--- config.mk ---
export PLATFORM = sky130hd
export DESIGN_NAME = motion_irq_latch
export DESIGN_NICKNAME = d
export VERILOG_FILES = /design/src/rtl/mtl_pkg.sv /design/src/rtl/mtl_axis_cmp.sv /design/src/rtl/mtl_pulse_det.sv /design/src/rtl/mtl_flag_latch.sv /design/src/rtl/motion_irq_latch.sv
export SDC_FILE = /design/constraint.sdc
export NUM_CORES = 1
export LEC_CHECK = 0
export ABC_AREA = 1
export CAP_MARGIN = 20
export CORE_MARGIN = 2
export CORE_UTILIZATION = 51
export CTS_CLUSTER_DIAMETER = 50
export DETAILED_ROUTE_END_ITERATION = 10
export GPL_TIMING_DRIVEN = 0
export PLACE_DENSITY = 0.75
export SLEW_MARGIN = 40
export SYNTH_ARGS = -nofsm -noshare
export SYNTH_HDL_FRONTEND = slang
export SYNTH_SLANG_ARGS = --single-unit
--- constraint.sdc ---
create_clock -name clk -period 3.15 [get_ports clk]
set_input_delay 0.63 -clock clk [delete_from_list [all_inputs] [get_ports clk]]
set_output_delay 0.63 -clock clk [all_outputs]
set_load 0.02 [all_outputs]
--- src/rtl/mtl_pkg.sv ---
`timescale 1ns/1ps
package mtl_pkg;

  localparam int NAX = 3;

  typedef enum logic [1:0] {
    SRC_LVL_PLS = 2'b00,
    SRC_PLS_LVL = 2'b01,
    SRC_SP_PLS  = 2'b10,
    SRC_RSVD    = 2'b11
  } src_sel_e;

  typedef enum logic [2:0] {
    PS_IDLE   = 3'd0,
    PS_HI1    = 3'd1,
    PS_WAITLO = 3'd2,
    PS_ARM    = 3'd3,
    PS_HI2    = 3'd4
  } pstate_e;

endpackage

--- src/rtl/mtl_axis_cmp.sv ---
`timescale 1ns/1ps
module mtl_axis_cmp #(
  parameter int DW = 8
) (
  input  logic signed [DW-1:0] smp,
  input  logic        [DW-1:0] thr_a,
  input  logic        [DW-1:0] thr_b,
  input  logic        [DW-1:0] pthr,
  input  logic                 split,
  output logic                 lvl_bey,
  output logic                 pls_bey
);

  localparam int XW = DW + 2;

  logic signed [XW-1:0] sx;
  logic signed [XW-1:0] ta;
  logic signed [XW-1:0] tb;
  logic        [DW:0]   mag;

  always_comb begin
    sx = {{2{smp[DW-1]}}, smp};
    ta = $signed({2'b00, thr_a});
    tb = $signed({2'b00, thr_b});
    if (smp[DW-1]) mag = (DW+1)'(-sx);
    else           mag = (DW+1)'(sx);
    if (split) lvl_bey = (sx >= ta) || (sx <= -tb);
    else       lvl_bey = (mag >= {1'b0, thr_a});
    pls_bey = (mag >= {1'b0, pthr});
  end

endmodule

--- src/rtl/mtl_pulse_det.sv ---
`timescale 1ns/1ps
module mtl_pulse_det
  import mtl_pkg::*;
#(
  parameter int LATW = 4,
  parameter int WINW = 4,
  parameter int NA   = 3
) (
  input  logic            clk,
  input  logic            rst,
  input  logic            stb,
  input  logic            cond,
  input  logic [NA-1:0]   hit,
  input  logic [LATW-1:0] lat,
  input  logic [WINW-1:0] win,
  input  logic            restart,
  output logic            sp_ev,
  output logic            pl_ev,
  output logic [NA-1:0]   sp_ax,
  output logic [NA-1:0]   pl_ax
);

  pstate_e         st;
  logic [LATW-1:0] cnt;
  logic [WINW-1:0] wc;
  logic [NA-1:0]   ax1;
  logic [NA-1:0]   ax2;
  logic            dbl;
  logic            dp_ev;
  logic            lat_hit;
  logic            win_hit;
  logic [LATW:0]   cnt_p1;
  logic [WINW:0]   wc_p1;

  always_comb begin
    dbl     = (win != '0);
    cnt_p1  = {1'b0, cnt} + (LATW+1)'(1);
    wc_p1   = {1'b0, wc} + (WINW+1)'(1);
    lat_hit = cnt_p1 >= {1'b0, lat};
    win_hit = wc_p1 >= {1'b0, win};
    sp_ev   = stb && (st == PS_HI1) && !cond;
    dp_ev   = stb && (st == PS_HI2) && !cond;
    pl_ev   = dbl ? dp_ev : sp_ev;
    sp_ax   = ax1;
    pl_ax   = dbl ? ax2 : ax1;
  end

  always_ff @(posedge clk) begin
    if (rst) begin
      st  <= PS_IDLE;
      cnt <= '0;
      wc  <= '0;
      ax1 <= '0;
      ax2 <= '0;
    end else if (restart) begin
      st  <= PS_IDLE;
      cnt <= '0;
      wc  <= '0;
    end else if (stb) begin
      case (st)
        PS_IDLE: begin
          if (cond && (lat != '0)) begin
            st  <= PS_HI1;
            cnt <= '0;
            ax1 <= hit;
          end
        end
        PS_HI1: begin
          if (!cond) begin
            if (dbl) begin
              st <= PS_ARM;
              wc <= '0;
            end else begin
              st <= PS_IDLE;
            end
          end else if (lat_hit) begin
            st <= PS_WAITLO;
          end else begin
            cnt <= cnt + LATW'(1);
          end
        end
        PS_WAITLO: begin
          if (!cond) st <= PS_IDLE;
        end
        PS_ARM: begin
          if (cond) begin
            st  <= PS_HI2;
            cnt <= '0;
            ax2 <= hit;
          end else if (win_hit) begin
            st <= PS_IDLE;
          end else begin
            wc <= wc + WINW'(1);
          end
        end
        PS_HI2: begin
          if (!cond) begin
            st <= PS_IDLE;
          end else if (lat_hit) begin
            st <= PS_WAITLO;
          end else begin
            cnt <= cnt + LATW'(1);
          end
        end
        default: st <= PS_IDLE;
      endcase
    end
  end

  // a pulse run only opens on a strobe carrying a true condition
  p_hi_entry_r5: assert property (@(posedge clk) disable iff (rst)
    (st == PS_HI1 && $past(st) != PS_HI1) |-> $past(stb && cond))
    else $error("pulse run opened without a qualifying strobe");

endmodule

--- src/rtl/mtl_flag_latch.sv ---
`timescale 1ns/1ps
module mtl_flag_latch #(
  parameter int NA = 3
) (
  input  logic          clk,
  input  logic          rst,
  input  logic          clr,
  input  logic          set,
  input  logic [NA-1:0] set_ax,
  output logic          flag,
  output logic [NA-1:0] ax,
  output logic          flag_nxt
);

  logic [NA-1:0] ax_nxt;

  always_comb begin
    flag_nxt = (flag & ~clr) | set;
    ax_nxt   = (ax & {NA{~clr}}) | (set ? set_ax : '0);
  end

  always_ff @(posedge clk) begin
    if (rst) begin
      flag <= 1'b0;
      ax   <= '0;
    end else begin
      flag <= flag_nxt;
      ax   <= ax_nxt;
    end
  end

  // a set flag survives every cycle without a clear
  p_sticky_r9: assert property (@(posedge clk) disable iff (rst)
    (flag && !clr) |=> flag)
    else $error("flag dropped without a clear");

  // source bits never outlive their flag
  p_src_flag_r8: assert property (@(posedge clk) disable iff (rst)
    (ax != '0) |-> flag)
    else $error("source bits set with flag low");

endmodule

--- src/rtl/motion_irq_latch.sv ---
`timescale 1ns/1ps
module motion_irq_latch
  import mtl_pkg::*;
#(
  parameter int DW   = 8,
  parameter int LATW = 4,
  parameter int WINW = 4
) (
  input  logic                 clk,
  input  logic                 rst,
  input  logic                 smp_vld,
  input  logic signed [DW-1:0] smp_x,
  input  logic signed [DW-1:0] smp_y,
  input  logic signed [DW-1:0] smp_z,
  input  logic [2:0]           axis_off,
  input  logic                 lvl_neg,
  input  logic                 thr_split,
  input  logic [DW-1:0]        lvl_thr_a,
  input  logic [DW-1:0]        lvl_thr_b,
  input  logic                 pls_neg,
  input  logic [DW-1:0]        pls_thr,
  input  logic [LATW-1:0]      pls_lat,
  input  logic [WINW-1:0]      dbl_win,
  input  logic [1:0]           src_sel,
  input  logic                 pin_cross,
  input  logic                 clr1,
  input  logic                 clr2,
  output logic                 flag1,
  output logic                 flag2,
  output logic [2:0]           src1,
  output logic [2:0]           src2,
  output logic                 irq_pin1,
  output logic                 irq_pin2
);

  localparam int NF = 2;

  logic signed [DW-1:0] smp_a [NAX];
  logic [NAX-1:0] lvl_bey, pls_bey, en;
  logic [NAX-1:0] lvl_hit, pls_hit;
  logic           lvl_cond, pls_cond, lvl_ev;
  logic           dbl, restart;
  logic           sp_ev, pl_ev;
  logic [NAX-1:0] sp_ax, pl_ax;
  logic [NF-1:0]  set_v, clr_v, flag_v, nxt_v;
  logic [NAX-1:0] sax [NF];
  logic [NAX-1:0] fax [NF];

  assign smp_a[0] = smp_x;
  assign smp_a[1] = smp_y;
  assign smp_a[2] = smp_z;

  for (genvar gi = 0; gi < NAX; gi++) begin : g_axis
    mtl_axis_cmp #(.DW(DW)) u_cmp (
      .smp     (smp_a[gi]),
      .thr_a   (lvl_thr_a),
      .thr_b   (lvl_thr_b),
      .pthr    (pls_thr),
      .split   (thr_split),
      .lvl_bey (lvl_bey[gi]),
      .pls_bey (pls_bey[gi])
    );
  end

  always_comb begin
    en       = ~axis_off;
    lvl_hit  = (lvl_neg ? ~lvl_bey : lvl_bey) & en;
    pls_hit  = (pls_neg ? ~pls_bey : pls_bey) & en;
    lvl_cond = lvl_neg ? ((en != '0) && (lvl_hit == en)) : (lvl_hit != '0);
    pls_cond = pls_neg ? ((en != '0) && (pls_hit == en)) : (pls_hit != '0);
    lvl_ev   = smp_vld && lvl_cond;
    dbl      = (dbl_win != '0);
    restart  = clr2 && dbl;
  end

  mtl_pulse_det #(.LATW(LATW), .WINW(WINW), .NA(NAX)) u_pls (
    .clk     (clk),
    .rst     (rst),
    .stb     (smp_vld),
    .cond    (pls_cond),
    .hit     (pls_hit),
    .lat     (pls_lat),
    .win     (dbl_win),
    .restart (restart),
    .sp_ev   (sp_ev),
    .pl_ev   (pl_ev),
    .sp_ax   (sp_ax),
    .pl_ax   (pl_ax)
  );

  always_comb begin
    set_v[0] = lvl_ev;
    sax[0]   = lvl_hit;
    set_v[1] = pl_ev;
    sax[1]   = pl_ax;
    case (src_sel_e'(src_sel))
      SRC_PLS_LVL: begin
        set_v[0] = pl_ev;
        sax[0]   = pl_ax;
        set_v[1] = lvl_ev;
        sax[1]   = lvl_hit;
      end
      SRC_SP_PLS: begin
        set_v[0] = sp_ev;
        sax[0]   = sp_ax;
      end
      default: ;
    endcase
    if (dbl) begin
      set_v[0] = sp_ev;
      sax[0]   = sp_ax;
    end
    clr_v[0] = dbl ? clr2 : clr1;
    clr_v[1] = clr2;
  end

  for (genvar gf = 0; gf < NF; gf++) begin : g_flag
    mtl_flag_latch #(.NA(NAX)) u_flag (
      .clk      (clk),
      .rst      (rst),
      .clr      (clr_v[gf]),
      .set      (set_v[gf]),
      .set_ax   (sax[gf]),
      .flag     (flag_v[gf]),
      .ax       (fax[gf]),
      .flag_nxt (nxt_v[gf])
    );
  end

  assign flag1 = flag_v[0];
  assign flag2 = flag_v[1];
  assign src1  = fax[0];
  assign src2  = fax[1];

  always_ff @(posedge clk) begin
    if (rst) begin
      irq_pin1 <= 1'b0;
      irq_pin2 <= 1'b0;
    end else begin
      irq_pin1 <= pin_cross ? nxt_v[1] : nxt_v[0];
      irq_pin2 <= pin_cross ? nxt_v[0] : nxt_v[1];
    end
  end

  // pins follow the flags through the routing chosen at the last edge
  p_pin_route_r12: assert property (@(posedge clk) disable iff (rst)
    (irq_pin1 == ($past(pin_cross) ? flag2 : flag1)) &&
    (irq_pin2 == ($past(pin_cross) ? flag1 : flag2)))
    else $error("pin routing mismatch");

  // in double-pulse mode the first clear leaves flag1 alone
  p_clr1_ignored_r10: assert property (@(posedge clk) disable iff (rst)
    (dbl && flag1 && clr1 && !clr2) |=> flag1)
    else $error("clr1 acted in double-pulse mode");

  // in double-pulse mode the second clear drops both flags
  p_clr2_both_r11: assert property (@(posedge clk) disable iff (rst)
    (dbl && clr2 && !smp_vld) |=> (!flag1 && !flag2))
    else $error("clr2 left a flag set in double-pulse mode");

endmodule

==> impl_metrics.toml <==
[synth]
ys_dominant_reg_cell = "dfxtp_1"
netlist_top_cells_area = "ha_1, nand2_1, dfxtp_1"
synth_area_mm2 = 0.005141
synth_cell_type_count = 39
syn_avg_cell_area_um2 = 6.277
yosys.cell_count.top_type = "nand2_1"
yosys.area.top_type_share = 0.2872
syn-instance-count = 819
async_flop_share = 0
synth_enable_flop_cells = 0
synth-seq-cells = 27
synth_seq_area_share = 0.1051
most_used_standard_cells_in_the_synthesized_netlist = "nand2_1, inv_1, ha_1, nor2_1, a21oi_1"
post_synthesis_net_count = 1007
yosys_warnings = 0
netlist.top_cell.by_area = "ha_1"

[sta]
report.final.hold_viol_count = 0
worst_slew_pin_slew_ps = 574.6
setup_total_negative_slack_ps = -5347
final.hold.worst_slack_ps = 468.3
maximum_clock_frequency_mhz = 280.4
clock-skew-final_ps = 8.192
max-slew-margin-rel = 0.6169
grt_setup_unrepaired = "yes"
setup_viol = 27
timing_max_transition_violations_final = 0
min_period_over_period = 1.132
worst_slack_ps = -416.7
period_minus_slack_ps = 3567

[power]
p_leak_uw = 0.003783
ir_drop_mv = 0.1943
powerDensity_mw_per_mm2 = 208.3

[critical_path]
crit_path_end_kind = "flop"
worst_ep_arrival_time_ps = 3760
worst-r2r-setup-slack_ps = 560
timing.critical_path.fanout_max = 6
critical_path.max_stage_delay_ps = 290
crit_type = "input pin to flop"
worst_endpoint_required_time_ps = 3350
crit_buf_inv = 7
critPathLaunchType = "input pin"
critical-path-slowest-cell = "nor3_4"
cpLargestDelayFamily = "simple AND/OR/NAND/NOR gates"

[floorplanning]
die_width_um = 104.4
design.core.area_mm2 = 0.009774
floorplan.die_area_mm2 = 0.01090
boundaryPins = 80
initial_core_util = 0.5260
placement_rows = 36
die_y_um = 104.4

[detailed_routing]
firstDrtPassIters = 6
first_iter_violations = 397
viasPerCell = 5.546
drc = 0
via_count = 6062
wl_um = 17260
final_antenna_net_count = 0
wire_per_inst_um = 15.79

[grt]
track_usage = 0.2909
globalRouteOverflowTotal = 0
grt_first_pass_wirelength_um = 26480
antenna_found_initial = 0
grt_start_max_net_pins = 17
first_global_vias = 5838

[clocking]
cts-buffers-inserted = 3
clk_pin_slew_ps = 100
clock_tree.htree_level_count = 1
tritoncts_clock_tree = "built"
cts_buffer_depth = 2
cts_num_sinks = 27
worst_skew_pair.late_latency_ps = 280
cts.root.buffer_cell = "clkbuf_8"
hold_buffers = 0

[placement]
placement.cell_area_mm2 = 0.006147
io_buffers = 79
place.detailed.hpwl_um = 11970
gp_congestion = 0.9546
detailedPlace.worstSlack_ps = -1265

[final_layout]
n_antenna_cell = 0
flow.area_growth_from_synthesis_pct = 45.41
final_area_mm2 = 0.007476
fill_cells = 734
final_util = 0.7648
multi_input_area_mm2 = 0.004825
drive_above_1_share = 0.2688
register_area_um2 = 540.5
finalNetCount = 1149

[status]
run_status = "complete, but fails checks"
violations = "negative setup slack"

[worst_hold_path]
hold_class = "flop to flop"

[run]
timing.max_cap.violations = 0
==> cells by family after synthesis <==
| family | Yosys count | share of synthesized area |
|---|---|---|
| and+or+nand+nor | 383 | 0.3290 |
| adders and majority gates | 118 | 0.2872 |
| AOI/OAI and AO/OA | 117 | 0.1300 |
| xor gates and xnor gates | 22 | 0.03748 |
| DFF | 27 | 0.1051 |
| buffers and inverters | 152 | 0.1112 |
==> metal layers <==
layer | up-vias | track usage | wire length (um)
met3 | 61 | 0.03822 | 974
met2 | 233 | 0.5051 | 8371
met4 | 0 | 0.08880 | 634
met5 | - | 0 | 0
li1 | 3002 | - | -
met1 | 2766 | 0.3725 | 7282
==> stage by stage <==
stage,power [uW],std cells
2_1_floorplan,844.3,819
3_3_place_gp,1070,1031
3_5_place_dp,1106,1031
4_1_cts,1439,1081
5_1_grt,1678,1093
6_report,1557,1093
==> final cells by class <==
class                   instances  share of cell area
plain buffers                   3            0.001674
clock buffers                   3            0.005523
clock inverters                 1            0.001004
inverters                     149             0.08117
multi-input cells             640              0.6454
flip-flops and latches         27             0.07230
well taps                     133             0.02226
repair buffers                137              0.1707
==> where the power goes <==
part           switching [uW]  internal (uW)  total (uW)
Sequential               4.71            349         354
Combinational             571            422         993
Clock                     121           90.2         211
Total                     696            861        1560
==> placed cells by master (no fill, tap or decap), drive strengths merged, types with 5 or more instances in the layout <==
cell type / count
a21oi: 60
buf: 74
clkbuf: 12
clkdlybuf4s50: 47
dfxtp: 27
dlygate4sd2: 5
ha: 118
inv: 147
nand2: 209
nand3: 53
nand4: 27
nor2: 68
nor3: 11
o21ai: 33
o21bai: 7
or2: 5
xnor2: 9
xor2: 13
==> flip-flops by register name, indices dropped and copies added (netlist names) <==
signal	count
u_pls.st	3
g_flag.u_flag.ax	6
u_pls.sp_ax	3
u_pls.wc	4
g_flag.u_flag.flag	2
irq_pin1	1
u_pls.ax2	3
irq_pin2	1
u_pls.cnt	4
==> what timing repair did <==
item / CTS / global route
hold endpoints to repair: 0 / 0
resized for setup: 220 / 119
buffers inserted: 47 / 15
pin swaps: 84 / 74
setup endpoints to repair: 27 / 27
==> tightest hold or removal path, cell delays in order, from the launching register on <==
cell and delay (ps):
dfxtp_1 330, nand2_1 60, a21oi_1 50
==> path summary, 6_finish.rpt <==
kind                          start                endpoint  cells after the start
min reg2reg  g_flag[1].u_flag.ax[2]  g_flag[1].u_flag.ax[2]                      2
min          g_flag[1].u_flag.ax[2]  g_flag[1].u_flag.ax[2]                      2
max reg2reg             u_pls.wc[0]             u_pls.wc[2]                     14
max                    lvl_thr_b[2]                irq_pin2                     25
No activity file was read; power rests on OpenSTA's default activity.
